[src/rtl/joy_irq_pkg.sv]
// Package: shared widths, register indices and bit positions for the
// joypad matrix and interrupt controller.
package joy_irq_pkg;
    localparam int DATA_W  = 8;
    localparam int GRP_W   = 4;
    localparam int SRC_N   = 5;
    localparam int JOY_BIT = 4;

    typedef enum logic [1:0] {
        REG_PAD  = 2'd0,
        REG_FLAG = 2'd1,
        REG_ENAB = 2'd2,
        REG_NONE = 2'd3
    } reg_sel_e;
endpackage

[src/rtl/pad_matrix.sv]
// Module: pad_matrix
// Holds the active-low select pair and a sampled nibble of the button
// matrix. Raises fall_o (combinational) when any displayed bit goes 1->0
// at the coming edge. Assumes pad_state is synchronous to clk.
module pad_matrix #(
    parameter int GRP_W = 4
) (
    input  logic               clk,
    input  logic               rst_n,
    input  logic               sel_we,
    input  logic [1:0]         sel_wdata,
    input  logic [2*GRP_W-1:0] pad_state,
    output logic [1:0]         sel_q,
    output logic [GRP_W-1:0]   nib_q,
    output logic               fall_o
);
    logic [1:0]       sel_next;
    logic [GRP_W-1:0] nib_next;
    logic [GRP_W-1:0] grp_a;
    logic [GRP_W-1:0] grp_b;

    assign grp_a = pad_state[GRP_W-1:0];
    assign grp_b = pad_state[2*GRP_W-1:GRP_W];

    // Next select pair and the nibble it shows.
    always_comb begin
        sel_next = sel_we ? sel_wdata : sel_q;
        case (sel_next)
            2'b10:   nib_next = grp_a;
            2'b01:   nib_next = grp_b;
            2'b00:   nib_next = grp_a & grp_b;
            default: nib_next = '1;
        endcase
    end

    // Falling edge on any displayed line.
    assign fall_o = |(nib_q & ~nib_next);

    // Register the select pair and the sampled nibble.
    always_ff @(posedge clk) begin
        if (!rst_n) begin
            sel_q <= 2'b00;
            nib_q <= '1;
        end else begin
            sel_q <= sel_next;
            nib_q <= nib_next;
        end
    end

    // Select only changes on a write.
    p_sel_hold_r2: assert property (@(posedge clk) disable iff (!rst_n)
        !sel_we |=> $stable(sel_q));
    // Neither group selected shows all ones.
    p_none_sel_r4: assert property (@(posedge clk) disable iff (!rst_n)
        (sel_q == 2'b11) |-> (nib_q == '1));
endmodule

[src/rtl/irq_flags.sv]
// Module: irq_flags
// Flag and enable registers with a one-edge-delayed flag copy for reads
// and a registered interrupt line. Hardware sets are ORed after a CPU
// flag write so that no request is lost.
module irq_flags #(
    parameter int SRC_N  = 5,
    parameter int DATA_W = 8
) (
    input  logic              clk,
    input  logic              rst_n,
    input  logic              flag_we,
    input  logic              enab_we,
    input  logic [DATA_W-1:0] wdata,
    input  logic [SRC_N-1:0]  src_set,
    output logic [SRC_N-1:0]  flag_q,
    output logic [SRC_N-1:0]  flag_prev_q,
    output logic [DATA_W-1:0] enab_q,
    output logic              irq_o
);
    logic [SRC_N-1:0]  flag_next;
    logic [DATA_W-1:0] enab_next;

    // Write first, then merge hardware requests.
    always_comb begin
        flag_next = (flag_we ? wdata[SRC_N-1:0] : flag_q) | src_set;
        enab_next = enab_we ? wdata : enab_q;
    end

    // Register flags, delayed copy, enables and the interrupt line.
    always_ff @(posedge clk) begin
        if (!rst_n) begin
            flag_q      <= '0;
            flag_prev_q <= '0;
            enab_q      <= '0;
            irq_o       <= 1'b0;
        end else begin
            flag_q      <= flag_next;
            flag_prev_q <= flag_q;
            enab_q      <= enab_next;
            irq_o       <= |(flag_next & enab_next[SRC_N-1:0]);
        end
    end

    // A requested source is set at the next edge.
    p_hw_set_r7: assert property (@(posedge clk) disable iff (!rst_n)
        (src_set != '0) |=> ((flag_q & $past(src_set)) == $past(src_set)));
    // The line agrees with the masked flags.
    p_irq_match_r9: assert property (@(posedge clk) disable iff (!rst_n)
        irq_o == |(flag_q & enab_q[SRC_N-1:0]));
endmodule

[src/rtl/joypad_irq_regs.sv]
// Module: joypad_irq_regs (top)
// Decodes the CPU register port onto the matrix and the interrupt
// registers, muxes read data, and routes the joypad fall event to its
// flag bit. Assumes all inputs are synchronous to clk.
module joypad_irq_regs
    import joy_irq_pkg::*;
(
    input  logic              clk,
    input  logic              rst_n,
    input  logic [1:0]        cpu_addr,
    input  logic              cpu_we,
    input  logic [DATA_W-1:0] cpu_wdata,
    output logic [DATA_W-1:0] cpu_rdata,
    input  logic [2*GRP_W-1:0] pad_state,
    input  logic [SRC_N-1:0]  hw_req,
    output logic              cpu_irq
);
    localparam int PAD_SEL_LO = GRP_W;
    localparam int FLAG_PAD_W = DATA_W - SRC_N;

    logic [1:0]       sel_q;
    logic [GRP_W-1:0] nib_q;
    logic             pad_fall;
    logic [SRC_N-1:0] src_set;
    logic [SRC_N-1:0] flag_q;
    logic [SRC_N-1:0] flag_prev_q;
    logic [DATA_W-1:0] enab_q;
    logic             we_pad, we_flag, we_enab;

    // Write decode per register index.
    assign we_pad  = cpu_we && (cpu_addr == REG_PAD);
    assign we_flag = cpu_we && (cpu_addr == REG_FLAG);
    assign we_enab = cpu_we && (cpu_addr == REG_ENAB);

    // Joypad fall event drives its own flag bit.
    assign src_set = hw_req | (SRC_N'(pad_fall) << JOY_BIT);

    pad_matrix #(.GRP_W(GRP_W)) u_pad (
        .clk       (clk),
        .rst_n     (rst_n),
        .sel_we    (we_pad),
        .sel_wdata (cpu_wdata[PAD_SEL_LO+1:PAD_SEL_LO]),
        .pad_state (pad_state),
        .sel_q     (sel_q),
        .nib_q     (nib_q),
        .fall_o    (pad_fall)
    );

    irq_flags #(.SRC_N(SRC_N), .DATA_W(DATA_W)) u_irq (
        .clk         (clk),
        .rst_n       (rst_n),
        .flag_we     (we_flag),
        .enab_we     (we_enab),
        .wdata       (cpu_wdata),
        .src_set     (src_set),
        .flag_q      (flag_q),
        .flag_prev_q (flag_prev_q),
        .enab_q      (enab_q),
        .irq_o       (cpu_irq)
    );

    // Read data mux; flags return the delayed copy.
    always_comb begin
        case (cpu_addr)
            REG_PAD:  cpu_rdata = {2'b11, sel_q, nib_q};
            REG_FLAG: cpu_rdata = {{FLAG_PAD_W{1'b1}}, flag_prev_q};
            REG_ENAB: cpu_rdata = enab_q;
            default:  cpu_rdata = '1;
        endcase
    end

    // Matrix register top bits always read as ones.
    p_pad_top_r2: assert property (@(posedge clk) disable iff (!rst_n)
        (cpu_addr == REG_PAD) |-> (cpu_rdata[7:6] == 2'b11));
    // Flag register upper bits always read as ones.
    p_flag_top_r6: assert property (@(posedge clk) disable iff (!rst_n)
        (cpu_addr == REG_FLAG) |-> (cpu_rdata[7:5] == 3'b111));
endmodule

[config.mk]
export PLATFORM = sky130hd
export DESIGN_NAME = joypad_irq_regs
export DESIGN_NICKNAME = d
export VERILOG_FILES = /design/src/rtl/joy_irq_pkg.sv /design/src/rtl/pad_matrix.sv /design/src/rtl/irq_flags.sv /design/src/rtl/joypad_irq_regs.sv
export SDC_FILE = /design/constraint.sdc
export NUM_CORES = 1
export LEC_CHECK = 0
export ABC_CLOCK_PERIOD_IN_PS = 2650
export BUFFER_PORTS_ARGS = -buffer_cell sky130_fd_sc_hd__buf_2
export CORE_UTILIZATION = 55
export DETAILED_ROUTE_END_ITERATION = 12
export GPL_ROUTABILITY_DRIVEN = 0
export PLACE_DENSITY_LB_ADDON = 0.05
export SETUP_SLACK_MARGIN = 0.5
export SYNTH_ARGS = -nofsm -noshare
export SYNTH_HDL_FRONTEND = slang
export SYNTH_SLANG_ARGS = --single-unit
[constraint.sdc]
create_clock -name clk -period 2.65 [get_ports clk]
set_input_delay 0.3975 -clock clk [delete_from_list [all_inputs] [get_ports clk]]
set_output_delay 0.3975 -clock clk [all_outputs]
set_load 0.005 [all_outputs]
* Word level (Yosys, flattened, before mapping) *
Index checks and enable logic that the tools add are counted.

storage, ports and cells
  bits in registers = 25
  input bits = 26
  output and inout bits = 9
  logic and storage cells = 29

operators by class
  equality and inequality tests = 4
  mux-type cells = 5
  bitwise logic cells = 6
  reduce and logical (&&, ||, !) cells = 7

operators with widths
  kind                                            number
  one-hot mux 8 bit (3 select lines)              1
  one-hot mux 4 bit (3 select lines)              1
  two-way mux 5 bit                               2
  OR 5 bit                                        2
  bitwise AND 4 bit                               2
  bitwise AND 5 bit                               1
  OR reduction 5 bit                              1
  == test 2 x 1 -> 1 bit (second input constant)  2
  == test 2 bit (second input constant)           2
  zero test 2 bit                                 2
  inverter 4 bit                                  1
  OR reduction 4 bit                              1
  logical AND 1 bit                               3
  two-way mux 2 bit                               1

* Longest topological paths before layout *
Gate-level depths: netlist of the first run.

  depth in word-level cells = 12
  mapped depth = 7
  gate-level depth less buffers = 5

* Hierarchy *
From an unflattened synthesis of the first run, not the netlist that was laid out.

unflattened totals
  cell total of the unflattened synthesis = 132
  area, all modules = 1273.7 sq um

modules (own cells, without submodules)
  module           instances  cells each  area each (sq um)
  irq_flags        1          79          787.0
  pad_matrix       1          31          286.5
  joypad_irq_regs  1          22          200.2

* Worst setup path before layout of the first run *
OpenSTA, ideal clock, no wires.

  path kind = input to output
  start = input port cpu_addr[1]
  end = output port cpu_rdata[0]
  data arrival time = 1285 ps
  required time = 2253 ps
  path slack = 968 ps
  cell stages on the path = 4
  cells stage by stage = buf_6 -> clkbuf_1 -> mux2_2 -> o22a_1

between the ends
  longest elaborated chain between the ends = 2
  elaborated cells between the ends (all ways) = 4

RTL lines
  item                                   line                   source
  start, declared                        joypad_irq_regs.sv:10  input logic [1:0] cpu_addr,
  == test 2 bit (tied with other cells)  joypad_irq_regs.sv:64  case (cpu_addr)
  one-hot mux 8 bit (3 select lines) *   joypad_irq_regs.sv:64
  end, declared                          joypad_irq_regs.sv:13  output logic [DATA_W-1:0] cpu_rdata,

Every way passes the cells marked *; elsewhere a longest branch is shown, timed or not.

* Worst setup path in the final report of the first run *
  start = input port cpu_addr[1]
  end = output port cpu_rdata[4]

Same word-level chain as after synthesis.

==> report_table.html, run 1 <==
<table>
<tr><th>Metric</th><th>Value</th></tr>
<tr><th colspan="2">Finish</th></tr>
<tr><td>Final Net Count</td><td>200</td></tr>
<tr><td>Ratio of cells with drive above 1 in the final layout</td><td>between 20% and 30%</td></tr>
<tr><td>Area added between synthesis and finish</td><td>14.1%</td></tr>
<tr><td>Most frequent cells in the layout</td><td>sky130_fd_sc_hd__buf_2, sky130_fd_sc_hd__dfxtp_1, sky130_fd_sc_hd__nand2_1, sky130_fd_sc_hd__nor2_1, sky130_fd_sc_hd__o21ai_0</td></tr>
<tr><td>Most common library cell in the layout ignoring fill and taps</td><td>sky130_fd_sc_hd__buf_2</td></tr>
<tr><td>Number of antenna repair diodes</td><td>0</td></tr>
<tr><td>Area used by multi-input combinational logic</td><td>roughly 720 µm²</td></tr>
<tr><td>Seq. cell area</td><td>~500 µm²</td></tr>
<tr><td>Fillcell total</td><td>between 150 and 200</td></tr>
<tr><td>Non-filler cells in the finished layout</td><td>approximately 200</td></tr>
<tr><th colspan="2">Clock tree</th></tr>
<tr><td>Clock transition at the registers of the reported paths</td><td>roughly 140 ps</td></tr>
<tr><td>CTS H-tree lvls</td><td>1</td></tr>
<tr><td>Bufs on Longest Clock Path</td><td>2</td></tr>
<tr><td>Latest clock arrival within the worst-skew pair</td><td>310 ps</td></tr>
<tr><td>TritonCTS sink count</td><td>25</td></tr>
<tr><td>Hold Buf Count CTS</td><td>0</td></tr>
<tr><td>CTS tree</td><td>done</td></tr>
<tr><td>Post-CTS repair timing setup buffer count</td><td>0</td></tr>
<tr><td>Number of instances resized during post-cts repair</td><td>0</td></tr>
<tr><td>Library cell used as clock root buffer</td><td>sky130_fd_sc_hd__clkbuf_4</td></tr>
<tr><td>CTS buffer count</td><td>3</td></tr>
<tr><th colspan="2">Power</th></tr>
<tr><td>Ratio of total power to cell area</td><td>~500 nW/µm²</td></tr>
<tr><td>Overall Power</td><td>~710 µW</td></tr>
<tr><td>Worst vdd rail ir drop</td><td>approximately 0.28 mV</td></tr>
<tr><td>P_leak</td><td>between 0.0006 and 0.0007 µW</td></tr>
<tr><th colspan="2">Die</th></tr>
<tr><td>Chip Height</td><td>50.2 µm</td></tr>
<tr><td>Core Rows</td><td>17</td></tr>
<tr><td>Die Footprint</td><td>approximately 2500 µm²</td></tr>
<tr><td>Placeable core area</td><td>between 2000 and 2500 µm²</td></tr>
<tr><td>Effective utilization at floorplan</td><td>slightly below 60%</td></tr>
<tr><td>Number of top-level design ports</td><td>35</td></tr>
<tr><td>Die width</td><td>50.2 µm</td></tr>
<tr><th colspan="2">Routing</th></tr>
<tr><td>Antenna-violating nets left</td><td>0</td></tr>
<tr><td>Vias after detailed routing</td><td>~1200</td></tr>
<tr><td>Residual DRC count</td><td>0</td></tr>
<tr><td>Vias per cell</td><td>just under 6</td></tr>
<tr><td>Detail-routed net length per standard cell</td><td>between 10 and 15 µm</td></tr>
<tr><td>Sum of routed wire length over all layers</td><td>roughly 2.8 mm</td></tr>
<tr><td>Iteration-0 DRC Markers</td><td>31</td></tr>
<tr><td>TritonRoute pass-1 iters</td><td>4</td></tr>
<tr><th colspan="2">Timing</th></tr>
<tr><td>Crit share post-route</td><td>between 60% and 70%</td></tr>
<tr><td>Final Worst Setup Slack</td><td>slightly above 900 ps</td></tr>
<tr><td>Worst Skew</td><td>about 5.6 ps</td></tr>
<tr><td>Setup repair after global routing missed its margin</td><td>no</td></tr>
<tr><td>Final min period</td><td>around 1700 ps</td></tr>
<tr><td>Hold Slack</td><td>roughly 310 ps</td></tr>
<tr><td>Final Hold Violating Endpoints</td><td>0</td></tr>
<tr><td>Number of slew-limit violations in the final report</td><td>0</td></tr>
<tr><td>Final setup fails</td><td>0</td></tr>
<tr><td>Worst slew pin tran</td><td>between 400 and 500 ps</td></tr>
<tr><td>Accumulated negative setup slack</td><td>0 ps</td></tr>
<tr><td>Upper clock frequency limit</td><td>roughly 0.58 GHz</td></tr>
<tr><td>Rel. slew slack</td><td>between 60 and 70%</td></tr>
<tr><th colspan="2">Synthesis</th></tr>
<tr><td>Fraction of synthesized cell area taken by the top area cell type</td><td>approximately two fifths</td></tr>
<tr><td>Total number of yosys warnings</td><td>0</td></tr>
<tr><td>#FFs+latches synth</td><td>25</td></tr>
<tr><td>Part of the Yosys area used for sequential elements</td><td>about two fifths</td></tr>
<tr><td>Yosys top cell by area</td><td>sky130_fd_sc_hd__dfxtp_1</td></tr>
<tr><td>Syn_nets</td><td>170</td></tr>
<tr><td>Number of enable flip-flop cells after synthesis</td><td>0</td></tr>
<tr><td>Most area-consuming cells after synthesis</td><td>sky130_fd_sc_hd__dfxtp_1, sky130_fd_sc_hd__nand2_1, sky130_fd_sc_hd__a21boi_0</td></tr>
<tr><td>Most used flip-flop cell after synthesis</td><td>sky130_fd_sc_hd__dfxtp_1</td></tr>
<tr><td>Library cells used by synthesis</td><td>31</td></tr>
<tr><td>Async S/R FF share, synth</td><td>0%</td></tr>
<tr><td>Synth Area per Inst</td><td>just under 9 µm²</td></tr>
<tr><td>Cells after Synth</td><td>144</td></tr>
<tr><td>Area of the mapped netlist</td><td>1280 µm²</td></tr>
<tr><th colspan="2">Setup path</th></tr>
<tr><td>CP required</td><td>2250 ps</td></tr>
<tr><td>Maximum fanout encountered on the critical timing path</td><td>18</td></tr>
<tr><td>Endpoint of the most critical register-to-register path</td><td>u_irq.irq_o</td></tr>
<tr><td>Type of the worst setup path</td><td>primary input to primary output</td></tr>
<tr><td>Register-to-register setup slack</td><td>between 1000 and 1500 ps</td></tr>
<tr><td>Worst r2r path cells</td><td>4</td></tr>
<tr><td>FF-to-FF Start</td><td>u_pad.sel_q[0]</td></tr>
<tr><td>Sort of element at the start of the critical path</td><td>primary input</td></tr>
<tr><td>Endpoint kind of the worst setup timing path</td><td>primary output</td></tr>
<tr><td>Data arrival at the endpoint of the critical path</td><td>1320 ps</td></tr>
<tr><th colspan="2">Global route</th></tr>
<tr><td>First-pass GRT wire length</td><td>around 4.6 mm</td></tr>
<tr><td>Tot GR Track Use</td><td>around a quarter</td></tr>
<tr><td>Antenna violations before repair</td><td>0</td></tr>
<tr><td>Largest net degree at the start of global routing</td><td>26</td></tr>
<tr><td>Overflow left after global routing</td><td>0</td></tr>
<tr><td>Vias in the first global route</td><td>roughly 1000</td></tr>
<tr><th colspan="2">Hold path</th></tr>
<tr><td>Hold path endpoint</td><td>u_irq.flag_q[2]</td></tr>
<tr><td>Startpoint of the tightest hold check path</td><td>hw_req[2]</td></tr>
<tr><td>Cell count of the worst hold path</td><td>2</td></tr>
<tr><td>Type of the worst min-delay path</td><td>primary input to flop</td></tr>
<tr><th colspan="2">Placement</th></tr>
<tr><td>Total of buffers placed on input and output ports</td><td>34</td></tr>
<tr><td>Dpl cells</td><td>approximately 200</td></tr>
<tr><td>Pre-CTS setup slack</td><td>647 ps</td></tr>
<tr><td>Detailed placement HPWL</td><td>~2.0 mm</td></tr>
<tr><th colspan="2">Job</th></tr>
<tr><td>Maximum capacitance violations</td><td>0</td></tr>
<tr><th colspan="2">Run status</th></tr>
<tr><td>Status</td><td>finished, final reports clean</td></tr>
</table>
-- Yosys cell counts, types with 2 or more instances --
library cell               instances
sky130_fd_sc_hd__buf_2             2
sky130_fd_sc_hd__a21boi_0          8
sky130_fd_sc_hd__nand4_1           2
sky130_fd_sc_hd__o22a_1            5
sky130_fd_sc_hd__buf_6             2
sky130_fd_sc_hd__nand2_1          18
sky130_fd_sc_hd__mux2_2            4
sky130_fd_sc_hd__or3b_2            2
sky130_fd_sc_hd__and4bb_2          2
sky130_fd_sc_hd__a21o_1            2
sky130_fd_sc_hd__inv_1             2
sky130_fd_sc_hd__o21a_1            8
sky130_fd_sc_hd__o32a_1            4
sky130_fd_sc_hd__clkbuf_1          5
sky130_fd_sc_hd__and2_1            8
sky130_fd_sc_hd__nor2_1           14
sky130_fd_sc_hd__nand3b_1          2
sky130_fd_sc_hd__dfxtp_1          25
sky130_fd_sc_hd__a211oi_1          6
sky130_fd_sc_hd__and3b_1           2
sky130_fd_sc_hd__o21ai_0          11
-- report_power, final --
part / internal [µW] / total (µW) / switching [µW]
Combinational: 65.1 / 129 / 64.3
Sequential: 398 / 410 / 12.3
Clock: 58.7 / 168 / 110
Total: 522 / 708 / 186
-- critical path: stages --
cell	delay, ps
sky130_fd_sc_hd__buf_2	240
sky130_fd_sc_hd__mux2_2	380
sky130_fd_sc_hd__o22a_1	190
sky130_fd_sc_hd__buf_2	120
-- metal layers --
| metal | routed length, µm | track usage [%] | vias to the layer above |
|---|---|---|---|
| met5 | 0 | 0 | - |
| met4 | 17 | 10.0 | 0 |
| met3 | 198 | 3.64 | 2 |
| met2 | 1320 | 38.0 | 38 |
| met1 | 1270 | 32.3 | 549 |
| li1 | - | - | 581 |
-- how the worst max path moves through the flow --
stage / from / end / slack (ps) / cells past startpoint
CTS: u_pad.sel_q[0] / cpu_rdata[4] / 930 / 3
detailed placement: cpu_addr[0] / u_irq.irq_o / 650 / 6
global placement: cpu_addr[0] / u_irq.irq_o / 730 / 6
global route: cpu_addr[0] / u_irq.irq_o / 880 / 6
finish: cpu_addr[1] / cpu_rdata[4] / 930 / 4
floorplan: cpu_addr[1] / cpu_rdata[0] / 970 / 4
-- cell families (layout without fill, tap and decap cells) --
kind of cell | Yosys count | in the layout | share of synthesized area [%]
compound gates | 50 | 50 | 30.1
buf+inv | 11 | 40 | 4.60
simple gates | 53 | 53 | 21.8
mux | 5 | 5 | 4.31
flops | 25 | 25 | 39.2
-- metrics by stage --
step                      instance area [µm²]  utilization (%)
final                                    1460             66.5
after CTS                                1460             66.5
after global routing                     1460             66.5
after floorplan                          1280                -
after detailed placement                 1430             65.3
after global placement                   1430             65.3
-- layout make-up --
type,count,share of cell area [%]
Clock buffer,4,1.80
Inverter,2,0.515
Multi-Input combinational cell,108,49.3
Tap cell,28,2.40
Sequential cell,25,34.3
Timing Repair Buffer,34,11.7
-- flip-flops by register name, summed over array words and instances (netlist names) --
name and count:
u_pad.nib_q 4, u_irq.irq_o 1, u_irq.enab_q 8, u_irq.flag_prev_q 5
u_pad.sel_q 2, u_irq.flag_q 5
(Power assumes the default switching activity.)
==> run 2, diff against run 1 <==
- ABC_CLOCK_PERIOD_IN_PS: 2650 -> 1500
- CORE_UTILIZATION: 55 -> 46
- clock period: 2.65 -> 1.5 ns (I/O delays scaled with it)
==> run 2 against run 1 <==
- non-clock buffer count rose by 30
- clock-buffer cell count fell by 1
- combinational power rose to 2.9 times the previous value
- wire length rose by 38%
- first-iteration DRC count fell by 29%
- sequential cell count did not move
- global-route usage rose by 1.6 points
- setup slack got worse by 920 ps
- critical path depth fell by 1
- core utilization rose by 10 points
==> report_table.html, run 2 (synthesis results as in run 1) <==
<table>
<tr><th>Metric</th><th>Value</th></tr>
<tr><th colspan="2">Clock tree</th></tr>
<tr><td>Library cell used as clock root buffer</td><td>sky130_fd_sc_hd__clkbuf_4</td></tr>
<tr><td>Latest clock arrival within the worst-skew pair</td><td>320 ps</td></tr>
<tr><td>Hold Buf Count CTS</td><td>0</td></tr>
<tr><td>Clock transition at the registers of the reported paths</td><td>about 140 ps</td></tr>
<tr><td>CTS tree</td><td>done</td></tr>
<tr><td>Bufs on Longest Clock Path</td><td>2</td></tr>
<tr><td>TritonCTS sink count</td><td>25</td></tr>
<tr><td>CTS buffer count</td><td>3</td></tr>
<tr><td>CTS H-tree lvls</td><td>1</td></tr>
<tr><th colspan="2">Routing</th></tr>
<tr><td>Residual DRC count</td><td>0</td></tr>
<tr><td>Vias per cell</td><td>about 5.7</td></tr>
<tr><td>Detail-routed net length per standard cell</td><td>16.6 µm</td></tr>
<tr><td>Antenna-violating nets left</td><td>0</td></tr>
<tr><td>Vias after detailed routing</td><td>1317</td></tr>
<tr><td>TritonRoute pass-1 iters</td><td>4</td></tr>
<tr><td>Sum of routed wire length over all layers</td><td>approximately 3.9 mm</td></tr>
<tr><td>Iteration-0 DRC Markers</td><td>22</td></tr>
<tr><th colspan="2">Setup path</th></tr>
<tr><td>Series of cell instances along the critical path</td><td>mux2_2 -&gt; o22a_1 -&gt; buf_2</td></tr>
<tr><td>Data arrival at the endpoint of the critical path</td><td>1260 ps</td></tr>
<tr><td>Maximum fanout encountered on the critical timing path</td><td>2</td></tr>
<tr><td>Sort of element at the start of the critical path</td><td>flop</td></tr>
<tr><td>Slowest cell delay on critical path</td><td>between 300 and 400 ps</td></tr>
<tr><td>Endpoint kind of the worst setup timing path</td><td>primary output</td></tr>
<tr><td>Type of the worst setup path</td><td>flop to primary output</td></tr>
<tr><td>Crit path max-delay cell type</td><td>sky130_fd_sc_hd__dfxtp_1</td></tr>
<tr><td>CP required</td><td>between 1000 and 1500 ps</td></tr>
<tr><th colspan="2">Finish</th></tr>
<tr><td>Area added between synthesis and finish</td><td>52.5%</td></tr>
<tr><td>Final Net Count</td><td>230</td></tr>
<tr><td>Number of antenna repair diodes</td><td>0</td></tr>
<tr><td>Final non-filler cell area</td><td>approximately 2000 µm²</td></tr>
<tr><td>Most frequent cells in the layout</td><td>sky130_fd_sc_hd__buf_2, sky130_fd_sc_hd__buf_4, sky130_fd_sc_hd__nand2_1, sky130_fd_sc_hd__dfxtp_1, sky130_fd_sc_hd__buf_6</td></tr>
<tr><td>Max FFs per register</td><td>8</td></tr>
<tr><td>Ratio of cells with drive above 1 in the final layout</td><td>a little over half</td></tr>
<tr><td>Fillcell total</td><td>approximately 180</td></tr>
<tr><td>Biggest regs</td><td>u_irq.enab_q (8), u_irq.flag_prev_q (5), u_irq.flag_q (5)</td></tr>
<tr><td>Biggest register</td><td>u_irq.enab_q</td></tr>
<tr><td>Most common library cell in the layout ignoring fill and taps</td><td>sky130_fd_sc_hd__buf_2</td></tr>
<tr><td>Non-filler cells in the finished layout</td><td>around 230</td></tr>
<tr><th colspan="2">Global route</th></tr>
<tr><td>Largest net degree at the start of global routing</td><td>15</td></tr>
<tr><td>Antenna violations before repair</td><td>0</td></tr>
<tr><td>Global-route met3 utilization</td><td>under 10%</td></tr>
<tr><td>Global-route layer with the greatest usage</td><td>met2</td></tr>
<tr><td>First-pass GRT wire length</td><td>between 5 and 6 mm</td></tr>
<tr><td>Overflow left after global routing</td><td>0</td></tr>
<tr><td>Tot GR Track Use</td><td>about a quarter</td></tr>
<tr><td>Met1 Resource Use GR</td><td>about 34%</td></tr>
<tr><td>GR Layer Usage met2</td><td>a little over two fifths</td></tr>
<tr><td>Vias in the first global route</td><td>1177</td></tr>
<tr><th colspan="2">Die</th></tr>
<tr><td>Chip Height</td><td>~55 µm</td></tr>
<tr><td>Placeable core area</td><td>approximately 2500 µm²</td></tr>
<tr><td>Number of top-level design ports</td><td>35</td></tr>
<tr><td>Die width</td><td>about 55 µm</td></tr>
<tr><td>Die Footprint</td><td>2990 µm²</td></tr>
<tr><td>Effective utilization at floorplan</td><td>approximately 50%</td></tr>
<tr><td>Core Rows</td><td>18</td></tr>
<tr><th colspan="2">Hold path</th></tr>
<tr><td>Type of the worst min-delay path</td><td>primary input to flop</td></tr>
<tr><th colspan="2">Placement</th></tr>
<tr><td>Placed cell areas</td><td>approximately 1600 µm²</td></tr>
<tr><td>Total of buffers placed on input and output ports</td><td>34</td></tr>
<tr><td>Detailed placement HPWL</td><td>roughly 2.5 mm</td></tr>
<tr><td>Dpl cells</td><td>between 200 and 250</td></tr>
<tr><th colspan="2">Job</th></tr>
<tr><td>Maximum capacitance violations</td><td>0</td></tr>
<tr><th colspan="2">Timing</th></tr>
<tr><td>Rel. slew slack</td><td>a little under 80%</td></tr>
<tr><td>Number of slew-limit violations in the final report</td><td>0</td></tr>
<tr><td>Final setup fails</td><td>0</td></tr>
<tr><td>Upper clock frequency limit</td><td>slightly below 0.7 GHz</td></tr>
<tr><td>Worst Skew</td><td>roughly 3.5 ps</td></tr>
<tr><td>Final min period</td><td>roughly 1500 ps</td></tr>
<tr><td>Accumulated negative setup slack</td><td>0 ps</td></tr>
<tr><td>Setup repair after global routing missed its margin</td><td>yes</td></tr>
<tr><td>Worst slew pin tran</td><td>between 300 and 400 ps</td></tr>
<tr><td>Final Hold Violating Endpoints</td><td>0</td></tr>
<tr><td>Crit share post-route</td><td>99.1%</td></tr>
<tr><th colspan="2">Run status</th></tr>
<tr><td>Status</td><td>finished, final reports clean</td></tr>
<tr><th colspan="2">Power</th></tr>
<tr><td>Worst vdd rail ir drop</td><td>around 0.55 mV</td></tr>
<tr><td>P_leak</td><td>about 0.00084 µW</td></tr>
<tr><td>Overall Power</td><td>approximately 1400 µW</td></tr>
<tr><td>Ratio of total power to cell area</td><td>approximately 720 nW/µm²</td></tr>
</table>
run 2: path summary, 6_finish.rpt:
kind	start	end	slack, ps	cells after the start
worst min register to register	u_irq.enab_q[6]	u_irq.enab_q[6]	480	2
worst max register to register	u_pad.sel_q[0]	u_irq.irq_o	170	5
worst min-delay path	hw_req[0]	u_irq.flag_q[0]	130	2
worst max-delay path	u_irq.enab_q[4]	cpu_rdata[4]	10	3
run 2: per-layer routing:
layer | part of all wire [%] | wire length (µm) | vias to the layer above
met3 | 4.9 | 190 | 10
met1 | 45 | 1760 | 626
li1 | - | - | 636
met4 | 2.3 | 88 | 0
met5 | 0 | 0 | -
met2 | 47 | 1830 | 45
run 2: layout make-up:
| class | count | area [µm²] | area share [%] |
|---|---|---|---|
| Multi-Input combinational cell | 108 | 866 | 44.4 |
| Inverter | 2 | 7.51 | 0.385 |
| Tap cell | 30 | 37.5 | 1.93 |
| Sequential cell | 25 | 520 | 26.7 |
| Timing Repair Buffer | 64 | 489 | 25.1 |
| Clock inverter | 1 | 5.00 | 0.257 |
| Clock buffer | 3 | 22.5 | 1.16 |
run 2: power breakdown:
group          internal [µW]  switching [µW]
logic                    204             164
clock network           99.8             210
registers                703            24.6
total                   1010             399
run 2: stage by stage:
stage	setup WS [ps]	utilization (%)	hold slack (ps)
after floorplan	41.4	-	349
after global placement	-133	62.8	445
after detailed placement	-251	62.8	460
after CTS	5.02	72.5	125
after global routing	-11.2	76.5	132
final	13.4	76.5	133
run 2: critical path: cells and delay by family, from the launching register on:
family	cells	cell delay, ps
flops	1	360
compound gates	1	190
mux	1	270
buf+inv	1	120
run 2: what timing repair did:
item,in CTS,in global routing
setup buffers,10,2
cloned,1,0
resized for setup,45,22
setup endpoints to repair,23,24
pin swaps,16,5
==> run 3, diff against run 2 <==
- ABC_CLOCK_PERIOD_IN_PS: 1500 -> 1290
- MAX_ROUTING_LAYER: unset -> met4
- clock period: 1.5 -> 1.29 ns (I/O delays scaled with it)
==> run 3 against run 2 <==
- critical path depth unchanged
- the flow now finishes with violations (negative setup slack)
- clock-buffer cell count increased by 1
- largest cell class unchanged
- core utilization increased by 5.3 points
==> report_table.html, run 3 (synthesis results as in run 1) <==
<table>
<tr><th>Metric</th><th>Value</th></tr>
<tr><th colspan="2">Clock tree</th></tr>
<tr><td>TritonCTS sink count</td><td>25</td></tr>
<tr><td>Latest clock arrival within the worst-skew pair</td><td>about 320 ps</td></tr>
<tr><td>Clock transition at the registers of the reported paths</td><td>about 140 ps</td></tr>
<tr><td>CTS buffer count</td><td>3</td></tr>
<tr><td>CTS H-tree lvls</td><td>1</td></tr>
<tr><td>Bufs on Longest Clock Path</td><td>2</td></tr>
<tr><td>Library cell used as clock root buffer</td><td>sky130_fd_sc_hd__clkbuf_4</td></tr>
<tr><td>CTS tree</td><td>done</td></tr>
<tr><th colspan="2">Timing</th></tr>
<tr><td>Final min period</td><td>~1500 ps</td></tr>
<tr><td>Final setup fails</td><td>9</td></tr>
<tr><td>Final Worst Setup Slack</td><td>-165 ps</td></tr>
<tr><td>Rel. slew slack</td><td>between 80 and 90%</td></tr>
<tr><td>Final Hold Violating Endpoints</td><td>0</td></tr>
<tr><td>Upper clock frequency limit</td><td>between 0.6 and 0.7 GHz</td></tr>
<tr><td>Worst slew pin tran</td><td>roughly 270 ps</td></tr>
<tr><td>Worst Skew</td><td>~3.1 ps</td></tr>
<tr><td>Setup repair after global routing missed its margin</td><td>yes</td></tr>
<tr><td>Number of slew-limit violations in the final report</td><td>0</td></tr>
<tr><td>Crit share post-route</td><td>113%</td></tr>
<tr><th colspan="2">Finish</th></tr>
<tr><td>Max FFs per register</td><td>8</td></tr>
<tr><td>Biggest regs</td><td>u_irq.enab_q (8), u_irq.flag_prev_q (5), u_irq.flag_q (5)</td></tr>
<tr><td>Fillcell total</td><td>around 170</td></tr>
<tr><td>Ratio of cells with drive above 1 in the final layout</td><td>59.3%</td></tr>
<tr><td>Most frequent cells in the layout</td><td>sky130_fd_sc_hd__buf_2, sky130_fd_sc_hd__buf_4, sky130_fd_sc_hd__buf_6, sky130_fd_sc_hd__dfxtp_2, sky130_fd_sc_hd__nand2_1</td></tr>
<tr><td>Area used by multi-input combinational logic</td><td>between 800 and 900 µm²</td></tr>
<tr><td>Final design utilization</td><td>approximately 82%</td></tr>
<tr><td>Final Net Count</td><td>between 200 and 250</td></tr>
<tr><td>Most common library cell in the layout ignoring fill and taps</td><td>sky130_fd_sc_hd__buf_2</td></tr>
<tr><td>Seq. cell area</td><td>520 µm²</td></tr>
<tr><td>Biggest register</td><td>u_irq.enab_q</td></tr>
<tr><td>Non-filler cells in the finished layout</td><td>around 240</td></tr>
<tr><td>Area added between synthesis and finish</td><td>63.1%</td></tr>
<tr><td>Number of antenna repair diodes</td><td>0</td></tr>
<tr><th colspan="2">Setup path</th></tr>
<tr><td>Slowest cell delay on critical path</td><td>between 300 and 400 ps</td></tr>
<tr><td>Series of cell instances along the critical path</td><td>mux2_4 -&gt; o22a_1 -&gt; buf_2</td></tr>
<tr><td>Endpoint kind of the worst setup timing path</td><td>primary output</td></tr>
<tr><td>CP required</td><td>~1100 ps</td></tr>
<tr><td>Worst r2r path cells</td><td>6</td></tr>
<tr><td>Gate family responsible for the most delay along the worst path</td><td>flip-flops</td></tr>
<tr><td>Data arrival at the endpoint of the critical path</td><td>around 1300 ps</td></tr>
<tr><td>Type of the worst setup path</td><td>flop to primary output</td></tr>
<tr><td>Buf+Inv Stages, Crit Path</td><td>1</td></tr>
<tr><td>FF-to-FF Start</td><td>u_pad.sel_q[0]</td></tr>
<tr><td>Sort of element at the start of the critical path</td><td>flop</td></tr>
<tr><td>Crit path capture</td><td>cpu_rdata[4]</td></tr>
<tr><td>Setup crit start</td><td>u_pad.sel_q[0]</td></tr>
<tr><td>Endpoint of the most critical register-to-register path</td><td>u_irq.irq_o</td></tr>
<tr><td>Maximum fanout encountered on the critical timing path</td><td>2</td></tr>
<tr><td>Number of logic stages on the critical path including buffering</td><td>3</td></tr>
<tr><td>Crit path max-delay cell type</td><td>sky130_fd_sc_hd__dfxtp_4</td></tr>
<tr><td>Register-to-register setup slack</td><td>-110 ps</td></tr>
<tr><th colspan="2">Run status</th></tr>
<tr><td>Violated checks</td><td>negative setup slack</td></tr>
<tr><td>Status</td><td>finished, violations left</td></tr>
<tr><th colspan="2">Routing</th></tr>
<tr><td>Iteration-0 DRC Markers</td><td>25</td></tr>
<tr><td>Vias after detailed routing</td><td>between 1000 and 1500</td></tr>
<tr><td>Detail-routed net length per standard cell</td><td>15.9 µm</td></tr>
<tr><td>Vias per cell</td><td>5.58</td></tr>
<tr><td>Antenna-violating nets left</td><td>0</td></tr>
<tr><td>Residual DRC count</td><td>0</td></tr>
<tr><td>Sum of routed wire length over all layers</td><td>about 3.9 mm</td></tr>
<tr><td>TritonRoute pass-1 iters</td><td>4</td></tr>
<tr><th colspan="2">Global route</th></tr>
<tr><td>Overflow left after global routing</td><td>0</td></tr>
<tr><td>Tot GR Track Use</td><td>between 20% and 30%</td></tr>
<tr><td>Antenna violations before repair</td><td>0</td></tr>
<tr><td>First-pass GRT wire length</td><td>~5.4 mm</td></tr>
<tr><td>Vias in the first global route</td><td>~1200</td></tr>
<tr><td>Largest net degree at the start of global routing</td><td>15</td></tr>
<tr><th colspan="2">Die</th></tr>
<tr><td>Chip Height</td><td>54.7 µm</td></tr>
<tr><td>Effective utilization at floorplan</td><td>50.2%</td></tr>
<tr><td>Core Rows</td><td>18</td></tr>
<tr><td>Number of top-level design ports</td><td>35</td></tr>
<tr><td>Die width</td><td>~55 µm</td></tr>
<tr><td>Placeable core area</td><td>about 2500 µm²</td></tr>
<tr><td>Die Footprint</td><td>about 3000 µm²</td></tr>
<tr><th colspan="2">Power</th></tr>
<tr><td>Worst vdd rail ir drop</td><td>0.720 mV</td></tr>
<tr><td>Ratio of total power to cell area</td><td>~800 nW/µm²</td></tr>
<tr><td>P_leak</td><td>~0.00092 µW</td></tr>
<tr><th colspan="2">Hold path</th></tr>
<tr><td>Type of the worst min-delay path</td><td>primary input to flop</td></tr>
<tr><th colspan="2">Placement</th></tr>
<tr><td>Detailed placement HPWL</td><td>about 2.5 mm</td></tr>
<tr><td>Dpl cells</td><td>between 200 and 250</td></tr>
<tr><td>Total of buffers placed on input and output ports</td><td>34</td></tr>
<tr><th colspan="2">Job</th></tr>
<tr><td>Maximum capacitance violations</td><td>0</td></tr>
</table>
-- run 3: cell types whose count changed in the layout (fill, tap and decap cells not counted), moves of 3 or more --
cell	before	now
sky130_fd_sc_hd__a21boi_0	8	0
sky130_fd_sc_hd__a21boi_1	0	6
sky130_fd_sc_hd__nand2_1	18	12
sky130_fd_sc_hd__buf_6	11	16
sky130_fd_sc_hd__nand2_2	0	5
sky130_fd_sc_hd__buf_4	20	23
sky130_fd_sc_hd__dfxtp_2	10	13
sky130_fd_sc_hd__nor2_4	3	0
-- run 3: worst reg2reg max path, stage by stage (launching register included) --
cell	delay, ps
sky130_fd_sc_hd__dfxtp_4	370
sky130_fd_sc_hd__buf_4	100
sky130_fd_sc_hd__buf_8	100
sky130_fd_sc_hd__a2111oi_4	60
sky130_fd_sc_hd__a311oi_1	290
sky130_fd_sc_hd__nand4_1	160
sky130_fd_sc_hd__a22o_1	230
-- run 3: how the worst min path moves through the flow --
stage | cells after the start | to | slack (ps) | from
after floorplan | 1 | u_irq.flag_q[0] | 320 | hw_req[0]
after global placement | 3 | u_pad.nib_q[3] | 430 | pad_state[7]
after detailed placement | 3 | u_pad.nib_q[3] | 430 | pad_state[7]
after CTS | 3 | u_irq.enab_q[7] | 90 | cpu_wdata[7]
after global routing | 3 | u_irq.enab_q[7] | 90 | cpu_wdata[7]
final | 3 | u_irq.enab_q[7] | 100 | cpu_wdata[7]
-- run 3: cell type report --
cell class,count,area share (%)
multi-input cells,108,41.2
repair buffers,75,30.4
flip-flops and latches,25,25.0
well taps,30,1.80
clock buffers,4,1.26
inverters,2,0.360
-- run 3: layer usage --
| layer | up-vias | routed length [µm] | track usage [%] |
|---|---|---|---|
| li1 | 664 | - | - |
| met1 | 649 | 1700 | 32.8 |
| met2 | 41 | 1960 | 45.4 |
| met3 | 8 | 127 | 2.78 |
| met4 | 0 | 90 | 12.4 |
| met5 | - | 0 | - |
-- run 3: power by group --
part           leakage [µW]  internal (µW)  switching [µW]
sequential         0.000211            820            27.2
clock             0.0000150            121             236
combinational      0.000699            267             192
-- run 3: per-stage QoR --
stage	TNS [ps]	hold slack [ps]	area, µm²	worst slack, ps	total power (µW)
floorplan	-290	317	1340	-137	1040
global placement	-1410	425	1660	-337	1180
detailed placement	-1800	434	1660	-384	1190
CTS	-694	86.9	1960	-161	1630
global route	-1200	87.3	2080	-199	1730
finish	-818	95.2	2080	-165	1660
-- run 3: what timing repair did --
action,CTS,global route
hold buffers,0,0
buffers inserted,9,7
pin swaps,23,17
setup endpoints to repair,28,25
gates resized for setup,58,22
gates cloned,2,0
